--- src/rtl/nand_cp_pkg.sv ---
package nand_cp_pkg;
    localparam int ROW_W = 16;
    localparam int COL_W = 16;

    localparam logic [7:0] OP_LOAD    = 8'h80;
    localparam logic [7:0] OP_COLMOVE = 8'h85;
    localparam logic [7:0] OP_CACHE   = 8'h15;
    localparam logic [7:0] OP_PAGE    = 8'h10;
    localparam logic [7:0] OP_STATUS  = 8'h70;

    typedef enum logic [1:0] {
        BUS_IDLE = 2'd0,
        BUS_ADDR = 2'd1,
        BUS_DATA = 2'd2,
        BUS_COL  = 2'd3
    } bus_st_e;
endpackage

--- src/rtl/nand_cp_bus.sv ---
module nand_cp_bus
    import nand_cp_pkg::*;
#(
    parameter int PAGE_BYTES = 16
) (
    input  logic                    clk,
    input  logic                    rst_n,
    input  logic                    wr_en,
    input  logic                    cmd_latch,
    input  logic                    addr_latch,
    input  logic [7:0]              io_in,
    input  logic                    ready_i,
    input  logic [7:0]              status_i,
    output logic [7:0]              io_out,
    output logic                    req_cache_o,
    output logic                    req_page_o,
    output logic [ROW_W-1:0]        row_o,
    output logic [PAGE_BYTES*8-1:0] cache_o
);
    localparam int IDX_W = $clog2(PAGE_BYTES);
    localparam logic [COL_W-1:0] PAGE_L = COL_W'(PAGE_BYTES);

    typedef struct packed {
        bus_st_e                          st;
        logic [1:0]                       acnt;
        logic [COL_W-1:0]                 col;
        logic [ROW_W-1:0]                 row;
        logic                             show;
        logic [PAGE_BYTES-1:0][7:0]       cache;
    } bus_s;

    bus_s d, q;
    logic cmd_ok;

    always_comb begin
        d           = q;
        req_cache_o = 1'b0;
        req_page_o  = 1'b0;
        cmd_ok      = wr_en && cmd_latch && (ready_i || io_in == OP_STATUS);
        if (cmd_ok) begin
            d.show = (io_in == OP_STATUS);
            case (io_in)
                OP_LOAD: begin
                    d.st    = BUS_ADDR;
                    d.acnt  = '0;
                    d.col   = '0;
                    d.cache = '1;
                end
                OP_COLMOVE: begin
                    d.acnt = '0;
                    d.st   = (q.st == BUS_DATA) ? BUS_COL : BUS_IDLE;
                end
                OP_CACHE: begin
                    d.st        = BUS_IDLE;
                    req_cache_o = (q.st == BUS_DATA);
                end
                OP_PAGE: begin
                    d.st       = BUS_IDLE;
                    req_page_o = (q.st == BUS_DATA);
                end
                default: d.st = BUS_IDLE;
            endcase
        end else if (wr_en && addr_latch && !cmd_latch && ready_i) begin
            if (q.st == BUS_ADDR) begin
                case (q.acnt)
                    2'd0: d.col[7:0]  = io_in;
                    2'd1: d.col[15:8] = io_in;
                    2'd2: d.row[7:0]  = io_in;
                    default: begin
                        d.row[15:8] = io_in;
                        d.st        = BUS_DATA;
                    end
                endcase
                d.acnt = q.acnt + 2'd1;
            end else if (q.st == BUS_COL) begin
                if (q.acnt == 2'd0) begin
                    d.col[7:0] = io_in;
                end else begin
                    d.col[15:8] = io_in;
                    d.st        = BUS_DATA;
                end
                d.acnt = q.acnt + 2'd1;
            end
        end else if (wr_en && !cmd_latch && !addr_latch && ready_i && q.st == BUS_DATA) begin
            if (q.col < PAGE_L) begin
                d.cache[q.col[IDX_W-1:0]] = io_in;
            end
            d.col = q.col + COL_W'(1);
        end
    end

    always_ff @(posedge clk or negedge rst_n) begin
        if (!rst_n) begin
            q       <= '0;
            q.st    <= BUS_IDLE;
            q.cache <= '1;
        end else begin
            q <= d;
        end
    end

    assign io_out  = q.show ? status_i : 8'h00;
    assign row_o   = q.row;
    assign cache_o = q.cache;

    // nothing reaches the cache while the device is busy
    assert_frozen_cache_R9: assert property (@(posedge clk) disable iff (!rst_n)
        !ready_i |=> $stable(q.cache));
endmodule

--- src/rtl/nand_cp_fold.sv ---
module nand_cp_fold #(
    parameter int PAGE_BYTES = 16
) (
    input  logic [PAGE_BYTES*8-1:0] page_i,
    output logic [7:0]              sum_o
);
    always_comb begin
        sum_o = '0;
        for (int i = 0; i < PAGE_BYTES; i++) begin
            sum_o = sum_o ^ page_i[i*8 +: 8];
        end
    end
endmodule

--- src/rtl/nand_cp_core.sv ---
module nand_cp_core
    import nand_cp_pkg::*;
#(
    parameter int PAGE_BYTES = 16,
    parameter int XFER_CYC   = 3,
    parameter int PROG_CYC   = 60,
    parameter int BLK_SHIFT  = 2
) (
    input  logic                    clk,
    input  logic                    rst_n,
    input  logic                    req_cache_i,
    input  logic                    req_page_i,
    input  logic [ROW_W-1:0]        row_i,
    input  logic [PAGE_BYTES*8-1:0] cache_i,
    input  logic                    fail_en,
    input  logic [ROW_W-1:0]        fail_row,
    output logic                    ready_o,
    output logic [7:0]              status_o,
    output logic                    done_o,
    output logic [ROW_W-1:0]        drow_o,
    output logic [PAGE_BYTES*8-1:0] data_o
);
    localparam int CNT_MAX = (XFER_CYC > PROG_CYC) ? XFER_CYC : PROG_CYC;
    localparam int CNT_W   = $clog2(CNT_MAX + 1);
    localparam logic [CNT_W-1:0] XFER_L = CNT_W'(XFER_CYC);
    localparam logic [CNT_W-1:0] PROG_L = CNT_W'(PROG_CYC);
    localparam logic [CNT_W-1:0] ONE_L  = CNT_W'(1);

    typedef struct packed {
        logic                       pend;
        logic [CNT_W-1:0]           xcnt;
        logic                       busy;
        logic [CNT_W-1:0]           pcnt;
        logic                       hold;
        logic [ROW_W-1:0]           prow;
        logic [ROW_W-1:0]           drow;
        logic [PAGE_BYTES*8-1:0]    data;
        logic                       prev_fail;
        logic                       cur_fail;
        logic                       done;
    } core_s;

    core_s d, q;
    logic  other_blk;

    always_comb begin
        d         = q;
        d.done    = 1'b0;
        other_blk = (row_i >> BLK_SHIFT) != (q.drow >> BLK_SHIFT);
        if (q.busy) begin
            if (q.pcnt == ONE_L) begin
                d.busy     = 1'b0;
                d.done     = 1'b1;
                d.cur_fail = fail_en && (fail_row == q.drow);
                if (q.hold && !q.pend) begin
                    d.hold = 1'b0;
                end
            end else begin
                d.pcnt = q.pcnt - ONE_L;
            end
        end else if (q.pend) begin
            if (q.xcnt == ONE_L) begin
                d.pend      = 1'b0;
                d.busy      = 1'b1;
                d.pcnt      = PROG_L;
                d.data      = cache_i;
                d.drow      = q.prow;
                d.prev_fail = q.cur_fail;
                d.cur_fail  = 1'b0;
            end else begin
                d.xcnt = q.xcnt - ONE_L;
            end
        end
        if ((req_cache_i && !(q.busy && other_blk)) || req_page_i) begin
            d.pend = 1'b1;
            d.xcnt = XFER_L;
            d.prow = row_i;
            d.hold = req_page_i;
        end
    end

    always_ff @(posedge clk or negedge rst_n) begin
        if (!rst_n) begin
            q <= '0;
        end else begin
            q <= d;
        end
    end

    assign ready_o  = !q.pend && !q.hold;
    assign status_o = {1'b0, !q.pend, !q.pend && !q.busy, 3'b000, q.prev_fail, q.cur_fail};
    assign done_o   = q.done;
    assign drow_o   = q.drow;
    assign data_o   = q.data;

    // completion is a single-cycle pulse
    assert_done_once_R4: assert property (@(posedge clk) disable iff (!rst_n)
        q.done |=> !q.done);
    // a pending transfer with a free data buffer always moves forward
    assert_xfer_progress_R4: assert property (@(posedge clk) disable iff (!rst_n)
        (q.pend && !q.busy) |=> (!q.pend || q.xcnt < $past(q.xcnt)));
    // the transfer waits while the data buffer is programming
    assert_wait_for_free_R5: assert property (@(posedge clk) disable iff (!rst_n)
        (q.pend && q.busy) |=> q.pend);
    // the current-page fail flag only rises together with completion
    assert_fail_visible_R8: assert property (@(posedge clk) disable iff (!rst_n)
        $rose(status_o[0]) |-> q.done);
endmodule

--- src/rtl/nand_cache_prog.sv ---
module nand_cache_prog
    import nand_cp_pkg::*;
#(
    parameter int PAGE_BYTES = 16,
    parameter int XFER_CYC   = 3,
    parameter int PROG_CYC   = 60,
    parameter int BLK_SHIFT  = 2
) (
    input  logic        clk,
    input  logic        rst_n,
    input  logic        wr_en,
    input  logic        cmd_latch,
    input  logic        addr_latch,
    input  logic [7:0]  io_in,
    output logic [7:0]  io_out,
    output logic        rdy,
    output logic        prog_done,
    output logic [15:0] prog_row,
    output logic [7:0]  prog_sum,
    input  logic        fail_en,
    input  logic [15:0] fail_row
);
    logic                    ready_w;
    logic [7:0]              status_w;
    logic                    req_cache_w;
    logic                    req_page_w;
    logic [ROW_W-1:0]        row_w;
    logic [PAGE_BYTES*8-1:0] cache_w;
    logic [PAGE_BYTES*8-1:0] data_w;

    nand_cp_bus #(.PAGE_BYTES(PAGE_BYTES)) i_bus (
        .clk         (clk),
        .rst_n       (rst_n),
        .wr_en       (wr_en),
        .cmd_latch   (cmd_latch),
        .addr_latch  (addr_latch),
        .io_in       (io_in),
        .ready_i     (ready_w),
        .status_i    (status_w),
        .io_out      (io_out),
        .req_cache_o (req_cache_w),
        .req_page_o  (req_page_w),
        .row_o       (row_w),
        .cache_o     (cache_w)
    );

    nand_cp_core #(
        .PAGE_BYTES (PAGE_BYTES),
        .XFER_CYC   (XFER_CYC),
        .PROG_CYC   (PROG_CYC),
        .BLK_SHIFT  (BLK_SHIFT)
    ) i_core (
        .clk         (clk),
        .rst_n       (rst_n),
        .req_cache_i (req_cache_w),
        .req_page_i  (req_page_w),
        .row_i       (row_w),
        .cache_i     (cache_w),
        .fail_en     (fail_en),
        .fail_row    (fail_row),
        .ready_o     (ready_w),
        .status_o    (status_w),
        .done_o      (prog_done),
        .drow_o      (prog_row),
        .data_o      (data_w)
    );

    nand_cp_fold #(.PAGE_BYTES(PAGE_BYTES)) i_fold (
        .page_i (data_w),
        .sum_o  (prog_sum)
    );

    assign rdy = ready_w;
endmodule

--- config.mk ---
export PLATFORM = sky130hd
export DESIGN_NAME = nand_cache_prog
export DESIGN_NICKNAME = d
export VERILOG_FILES = /design/src/rtl/nand_cp_pkg.sv /design/src/rtl/nand_cp_bus.sv /design/src/rtl/nand_cp_fold.sv /design/src/rtl/nand_cp_core.sv /design/src/rtl/nand_cache_prog.sv
export SDC_FILE = /design/constraint.sdc
export NUM_CORES = 1
export LEC_CHECK = 0
export BUFFER_PORTS_ARGS = -buffer_cell sky130_fd_sc_hd__buf_2
export CAP_MARGIN = 20
export CORE_MARGIN = 3
export CORE_UTILIZATION = 53
export CTS_BUF_LIST = sky130_fd_sc_hd__clkbuf_4 sky130_fd_sc_hd__clkbuf_8
export DETAILED_ROUTE_END_ITERATION = 16
export PLACE_DENSITY = 0.75
export RECOVER_POWER = 100
export SLEW_MARGIN = 10
export SYNTH_ARGS = -nofsm -noshare
export SYNTH_HDL_FRONTEND = slang
export SYNTH_HIERARCHICAL = 1
export SYNTH_SLANG_ARGS = --single-unit
--- constraint.sdc ---
create_clock -name clk -period 3.2 [get_ports clk]
set_clock_uncertainty 0.15 [all_clocks]
set_input_delay 0.32 -clock clk [delete_from_list [all_inputs] [get_ports clk]]
set_output_delay 0.32 -clock clk [all_outputs]
set_load 0.02 [all_outputs]
==> results of run 1 <==
report_power, final:
group | total (mW) | leakage, nW | internal (mW) | switching, mW
clock | 4.04 | 0.654 | 2.29 | 1.74
sequential | 4.56 | 4.26 | 4.44 | 0.112
combinational | 0.814 | 3.05 | 0.247 | 0.568
total | 9.41 | 7.96 | 6.99 | 2.42
routing by layer:
| layer | vias up | track usage [%] | routed length [µm] |
|---|---|---|---|
| met1 | 5076 | 27.5 | 15700 |
| met3 | 70 | 3.29 | 1630 |
| met2 | 243 | 31.3 | 16800 |
| li1 | 4472 | - | - |
| met5 | - | 0 | 0 |
| met4 | 0 | 7.34 | 917 |
layout by cell type, fill, tap and decap left out, types with 24 or more instances in the layout:
cell       synthesis  layout
dfrtp_1          215     215
xnor2_1          134     134
dfstp_2          128     128
a2bb2oi_1        112     119
mux2_2           104     104
mux2_1             0      73
clkbuf_8           0      72
a21oi_1           41      41
nand2_1           34      34
clkbuf_1          19      34
buf_2             17      30
clkbuf_4           0      28
xor2_1            25      25
inv_1             24      24
nor2_1            21      24
flip-flops by register name, summed over array words and instances (netlist names):
register	count
i_core/q	31
i_bus/row_o	16
i_core/data_o	128
i_core/done_o	1
i_core/drow_o	16
i_core/status_o	2
i_bus/cache_o	128
i_bus/q	21
stage by stage:
step | power, mW | util [%] | instances | worst slack [ns]
floorplan | 5.09 | - | 1494 | 0.308
global placement | 5.41 | 49.8 | 1678 | 0.200
detailed placement | 5.43 | 49.8 | 1678 | 0.130
CTS | 9.51 | 53.9 | 1795 | 0.223
global route | 9.81 | 52.4 | 1795 | 0.0443
finish | 9.41 | 52.4 | 1795 | 0.152
cells by family after synthesis:
group,after synthesis
flip-flops,343
other,1
adder cells (fa/ha/maj),12
multiplexers,178
AO/OA/AOI/OAI,218
buffers and inverters,383
XOR/XNOR,159
AND/OR/NAND/NOR,197
final cells by class:
| class | instances | area, µm² |
|---|---|---|
| clock buffers | 96 | 1170 |
| well taps | 448 | 561 |
| multi-input cells | 768 | 6350 |
| inverters | 24 | 90.1 |
| fillers | 2874 | 16000 |
| flip-flops and latches | 343 | 8740 |
| clock inverters | 7 | 43.8 |
| repair buffers | 109 | 651 |
worst min-delay path, stage by stage:
cell and delay [ns]:
buf_2 0.13, buf_4 0.19, mux2_2 0.16
path summary, 6_finish.rpt:
check                                     startpoint                              to  slack [ns]  cells after the start
setup / recovery                            io_in[7]   i_bus/cache_o[11]$_DFFE_PN1P_        0.15                      9
hold / removal                              io_in[2]     i_bus/row_o[10]$_DFFE_PN0P_        0.06                      3
setup reg to reg           i_core/q[177]$_DFFE_PN0P_  i_bus/cache_o[124]$_DFFE_PN1P_        0.21                      8
hold reg to reg            i_core/q[158]$_DFFE_PN0P_   i_core/drow_o[11]$_DFFE_PN0P_        0.34                      1
max in group asynchronous                      rst_n   i_core/data_o[74]$_DFFE_PN0P_        0.53                      3
min in group asynchronous                      rst_n   i_core/data_o[26]$_DFFE_PN0P_        0.51                      2
timing repair:
item | CTS | global route
resized for setup | 0 | 0
hold endpoints to repair | 87 | 0
hold buffers | 14 | 0
==> results.sh, run 1 <==
export IMPL_crit_buf_inv=4
export IMPL_period_share_pct=95.3
export IMPL_cp_start_kind="input port"
export IMPL_yosys_area_top_type_share_pct=29.7
export IMPL_status="finished with violations"
export IMPL_fin_crit_ns=3.05
export IMPL_grt_start_max_net_pins=111
export IMPL_antennaDiodeCount=0
export IMPL_drtIter0Drc=501
export IMPL_crit_type="in2reg"
export IMPL_critPathMostFrequentCell="clkbuf_1"
export IMPL_nNetsFinal=1344
export IMPL_path_cells="dlygate4sd3_1 -> clkbuf_1 -> clkbuf_1 -> or4b_1 -> nor3_4 -> a21oi_2 -> buf_2 -> nor2_2 -> a2bb2oi_1"
export IMPL_synthAdderAreaFrac_pct=0.830
export IMPL_grt_use_total_pct=19.7
export IMPL_hpwl_mm=22.9
export IMPL_cp_top_family="buffers and inverters"
export IMPL_ys_ff_latch=343
export IMPL_placed_area_um2=16700
export IMPL_violations="capacitance limit, slew limit"
export IMPL_cts_sinks=343
export IMPL_hold_slack_ns=0.0596
export IMPL_holdCritPathClass="in2reg"
export IMPL_die_y_um=191
export IMPL_ys_warn_count=6
export IMPL_drt_wl_total_mm=35.1
export IMPL_cp_slowest_cell="or4b_1"
export IMPL_clock_path_buffers=3
export IMPL_antenna_found_initial=0
export IMPL_synth_edf_count=0
export IMPL_synth_top_family_by_area="buffers and inverters"
export IMPL_die_w_um=191
export IMPL_synth_avg_cell_area_um2=12.1
export IMPL_cts_made_buffers=56
export IMPL_clk_pin_slew_ns=0.06
export IMPL_cts_tree="built"
export IMPL_ant_nets=0
export IMPL_drv_slew=110
export IMPL_port_buffers=59
export IMPL_setup_tns_ns=0
export IMPL_setup_viol=0
export IMPL_syn_inst=1491
export IMPL_ys_seq_area_share_pct=48.3
export IMPL_start_util_pct=53.8
export IMPL_via_per_inst=5.49
export IMPL_area_delta_synth_final_pct=-2.68
export IMPL_vdd_drop_max_mv=0.323
export IMPL_arrival_ns=3.42
export IMPL_io_pins=64
export IMPL_yosysMostFrequentCell="buf_4"
export IMPL_power_density_nw_per_um2=534
export IMPL_slew_headroom_pct=-8.50
export IMPL_synth_common_cells="294 x buf_4, 215 x dfrtp_1, 134 x xnor2_1"
export IMPL_clockRootBuffer="clkbuf_8"
export IMPL_grt_overflow=0
export IMPL_yosys_area_share_simple_pct=6.40
export IMPL_cp_slowest_stage_delay_ns=0.58
export IMPL_coreArea_um2=33600
export IMPL_leakagePower_nw=7.96
export IMPL_cts_max_level=2
export IMPL_synth_area_leaders="dfrtp_1 30%, dfstp_2 19%, buf_4 12%"
export IMPL_maxCapViolations=1
export IMPL_end_kind="register"
export IMPL_synth_xor_area_share_pct=7.70
export IMPL_wl_per_cell_um=19.5
export IMPL_place_congestion=0.861
export IMPL_post_cts_buffers=0
export IMPL_num_rows=67
export IMPL_final_cell_area_um2=17600
export IMPL_async_reset_ff_share_pct=100
export IMPL_synth_compound_area_share_pct=9.42
export IMPL_worstPathRequired_ns=3.58
export IMPL_drtPass1Iterations=5
export IMPL_drive_gt1_share_pct=31.3
export IMPL_tightest_slew_ns=1.63
export IMPL_synth_area_mux_share_pct=12.6
export IMPL_cp_max_fo=9
export IMPL_grt_pass1_vias=10300
export IMPL_max_freq_mhz=328
export IMPL_synth_cell_type_count=68
export IMPL_synth_area_leader_cell="dfrtp_1"
export IMPL_rsz0062_at_grt="false"
export IMPL_grt_pass1_wl_mm=57.0
export IMPL_finalHoldViolCount=0
export IMPL_ys_flop_type="dfrtp_1"
export IMPL_drc_errors=0
export IMPL_dieArea_um2=36400
export IMPL_clk_latency_ns=0.63
export IMPL_dr_total_vias=9861
export IMPL_syn_cell_area_um2=18100
Power figures use the tool's default switching activity.
==> run 2: changes to the inputs <==
--- a/config.mk
+++ b/config.mk
@@ -11,6 +11,7 @@
 export CORE_UTILIZATION = 53
 export CTS_BUF_LIST = sky130_fd_sc_hd__clkbuf_4 sky130_fd_sc_hd__clkbuf_8
 export DETAILED_ROUTE_END_ITERATION = 16
+export GPL_TIMING_DRIVEN = 0
 export PLACE_DENSITY = 0.75
 export RECOVER_POWER = 100
 export SLEW_MARGIN = 10
==> results.sh, run 2 (synthesis gave the netlist of run 1 again) <==
export IMPL_drc_errors=0
export IMPL_cp_start_kind="register"
export IMPL_start_util_pct=53.8
export IMPL_final_common_cell="buf_4"
export IMPL_ant_nets=0
export IMPL_via_per_inst=5.22
export IMPL_crit_type="reg2reg"
export IMPL_regToRegEndpoint="i_core/data_o[86]$_DFFE_PN0P_"
export IMPL_grt_use_met2_pct=34.5
export IMPL_clock_path_buffers=3
export IMPL_critPathMostFrequentCell="or3_1"
export IMPL_reg2reg_slack_ns=0.13
export IMPL_slew_headroom_pct=38.7
export IMPL_drive_gt1_share_pct=43.2
export IMPL_wl_per_cell_um=18.2
export IMPL_min_from="io_in[4]"
export IMPL_layout_common_cells="295 x buf_4, 215 x dfrtp_1, 134 x xnor2_1"
export IMPL_r2r_start="i_core/q[173]$_DFFE_PN0P_"
export IMPL_crit_buf_inv=3
export IMPL_area_delta_synth_final_pct=11.1
export IMPL_final_cell_area_um2=20100
export IMPL_cts_sinks=343
export IMPL_dieArea_um2=36400
export IMPL_antenna_found_initial=0
export IMPL_holdCritPathClass="in2reg"
export IMPL_grt_pass1_vias=11300
export IMPL_cp_top_family="simple AND/OR/NAND/NOR gates"
export IMPL_port_buffers=53
export IMPL_clockRootBuffer="clkbuf_8"
export IMPL_use_met3_pct=3.53
export IMPL_cp_slowest_stage_delay_ns=0.42
export IMPL_drt_wl_total_mm=38.6
export IMPL_p_int_mw=7.03
export IMPL_pwr_share_comb_pct=8.9
export IMPL_grt_pass1_wl_mm=62.6
export IMPL_worstSetupStartpoint="i_core/q[173]$_DFFE_PN0P_"
export IMPL_clk_pin_slew_ns=0.06
export IMPL_arrival_ns=3.40
export IMPL_p_sw_share_pct=25.7
export IMPL_worstPathRequired_ns=3.52
export IMPL_switching_power_mw=2.44
export IMPL_power_mw=9.47
export IMPL_io_pins=64
export IMPL_cts_made_buffers=56
export IMPL_grt_use_met1_pct=31.1
export IMPL_endpoint="i_core/data_o[86]$_DFFE_PN0P_"
export IMPL_dr_total_vias=11100
export IMPL_cp_num_cells=7
export IMPL_placed_area_um2=19000
export IMPL_finalHoldViolCount=0
export IMPL_setup_viol=0
export IMPL_cts_tree="built"
export IMPL_top_usage_layer="met2"
export IMPL_grt_overflow=0
export IMPL_cp_slowest_cell="or3_1"
export IMPL_drv_slew=0
export IMPL_end_kind="register"
export IMPL_place_congestion=0.856
export IMPL_die_y_um=191
export IMPL_cts_max_level=2
export IMPL_leakagePower_nw=9.66
export IMPL_hpwl_mm=26.2
export IMPL_die_w_um=191
export IMPL_drtPass1Iterations=5
export IMPL_coreArea_um2=33600
export IMPL_power_frac_clock_pct=43.0
export IMPL_rsz0062_at_grt="false"
export IMPL_max_freq_mhz=325
export IMPL_grt_use_total_pct=21.7
export IMPL_grt_start_max_net_pins=110
export IMPL_power_density_nw_per_um2=471
export IMPL_period_share_pct=96.0
export IMPL_nNetsFinal=1669
export IMPL_fin_crit_ns=3.07
export IMPL_rr_worst_depth=7
export IMPL_vdd_drop_max_mv=0.314
export IMPL_status="finished clean"
export IMPL_drtIter0Drc=681
export IMPL_num_rows=67
export IMPL_clk_latency_ns=0.63
export IMPL_final_core_util_pct=59.8
export IMPL_tightest_slew_ns=0.917
export IMPL_path_cells="or3_1 -> or3_1 -> or3_1 -> clkbuf_1 -> clkbuf_1 -> buf_4 -> mux2_1"
export IMPL_cp_max_fo=10
export IMPL_p_seq_share_pct=48.1
export IMPL_antennaDiodeCount=0
export IMPL_setup_tns_ns=0
export IMPL_maxCapViolations=0
run 2: changes by cell type in the layout (fill, tap and decap cells not counted), moves of 4 or more:
cell	before	now
nor2_1	24	28
nor2_2	13	8
mux2_1	73	57
clkbuf_1	34	53
buf_6	0	6
dlygate4sd3_1	14	18
buf_1	0	15
buf_4	21	295
mux2_4	0	16
run 2: metrics by stage:
step	worst slack (ns)	hold slack, ns	cells
6_report	0.127	0.0687	2121
5_1_grt	0.00969	0.0554	2121
4_1_cts	0.0134	0.0304	2120
3_5_place_dp	-0.665	0.0520	1998
3_3_place_gp	-4.86	0.330	1995
2_1_floorplan	0.308	-0.126	1494
run 2: how the worst min path moves through the flow:
stage | cells past startpoint | slack, ns | endpoint
after floorplan | 0 | -0.13 | i_bus/q[128]$_DFFE_PN0P_
after global placement | 1 | 0.33 | i_core/drow_o[9]$_DFFE_PN0P_
after detailed placement | 1 | 0.05 | i_core/data_o[49]$_DFFE_PN0P_
after CTS | 2 | 0.03 | i_bus/row_o[11]$_DFFE_PN0P_
after global routing | 3 | 0.06 | i_bus/cache_o[92]$_DFFE_PN1P_
final | 3 | 0.07 | i_bus/cache_o[92]$_DFFE_PN1P_
run 2: power groups by stage:
stage                     sequential [mW]  clock, mW  combinational, mW
final                                4.55       4.08              0.844
after floorplan                      4.59          0              0.500
after CTS                            4.55       4.17              0.837
after detailed placement             4.62          0              0.809
after global routing                 4.56       4.37              0.937
after global placement               4.61          0              0.783
run 2: worst min-delay path, stage by stage:
cell	delay, ns
buf_2	0.17
nor2_2	0.13
a2bb2oi_2	0.15
run 2: cell type report:
type / instances / area, µm²
plain buffers: 359 / 2540
flip-flops and latches: 343 / 8740
clock buffers: 92 / 1130
well taps: 448 / 561
multi-input cells: 768 / 6410
repair buffers: 75 / 513
fillers: 2755 / 13500
inverters: 24 / 90.1
clock inverters: 12 / 100
run 2: repair_timing:
item,in CTS,in global routing
resized for setup,4,8
setup buffers,0,1
endpoints found under the setup margin,61,25
hold endpoints to repair,100,0
hold buffers,18,0
pin swaps,0,1
run 2: metal layers:
| layer | wire length, µm | up-vias |
|---|---|---|
| met5 | 0 | - |
| met4 | 805 | 0 |
| met3 | 1610 | 57 |
| met2 | 18200 | 216 |
| met1 | 18000 | 5635 |
| li1 | - | 5161 |
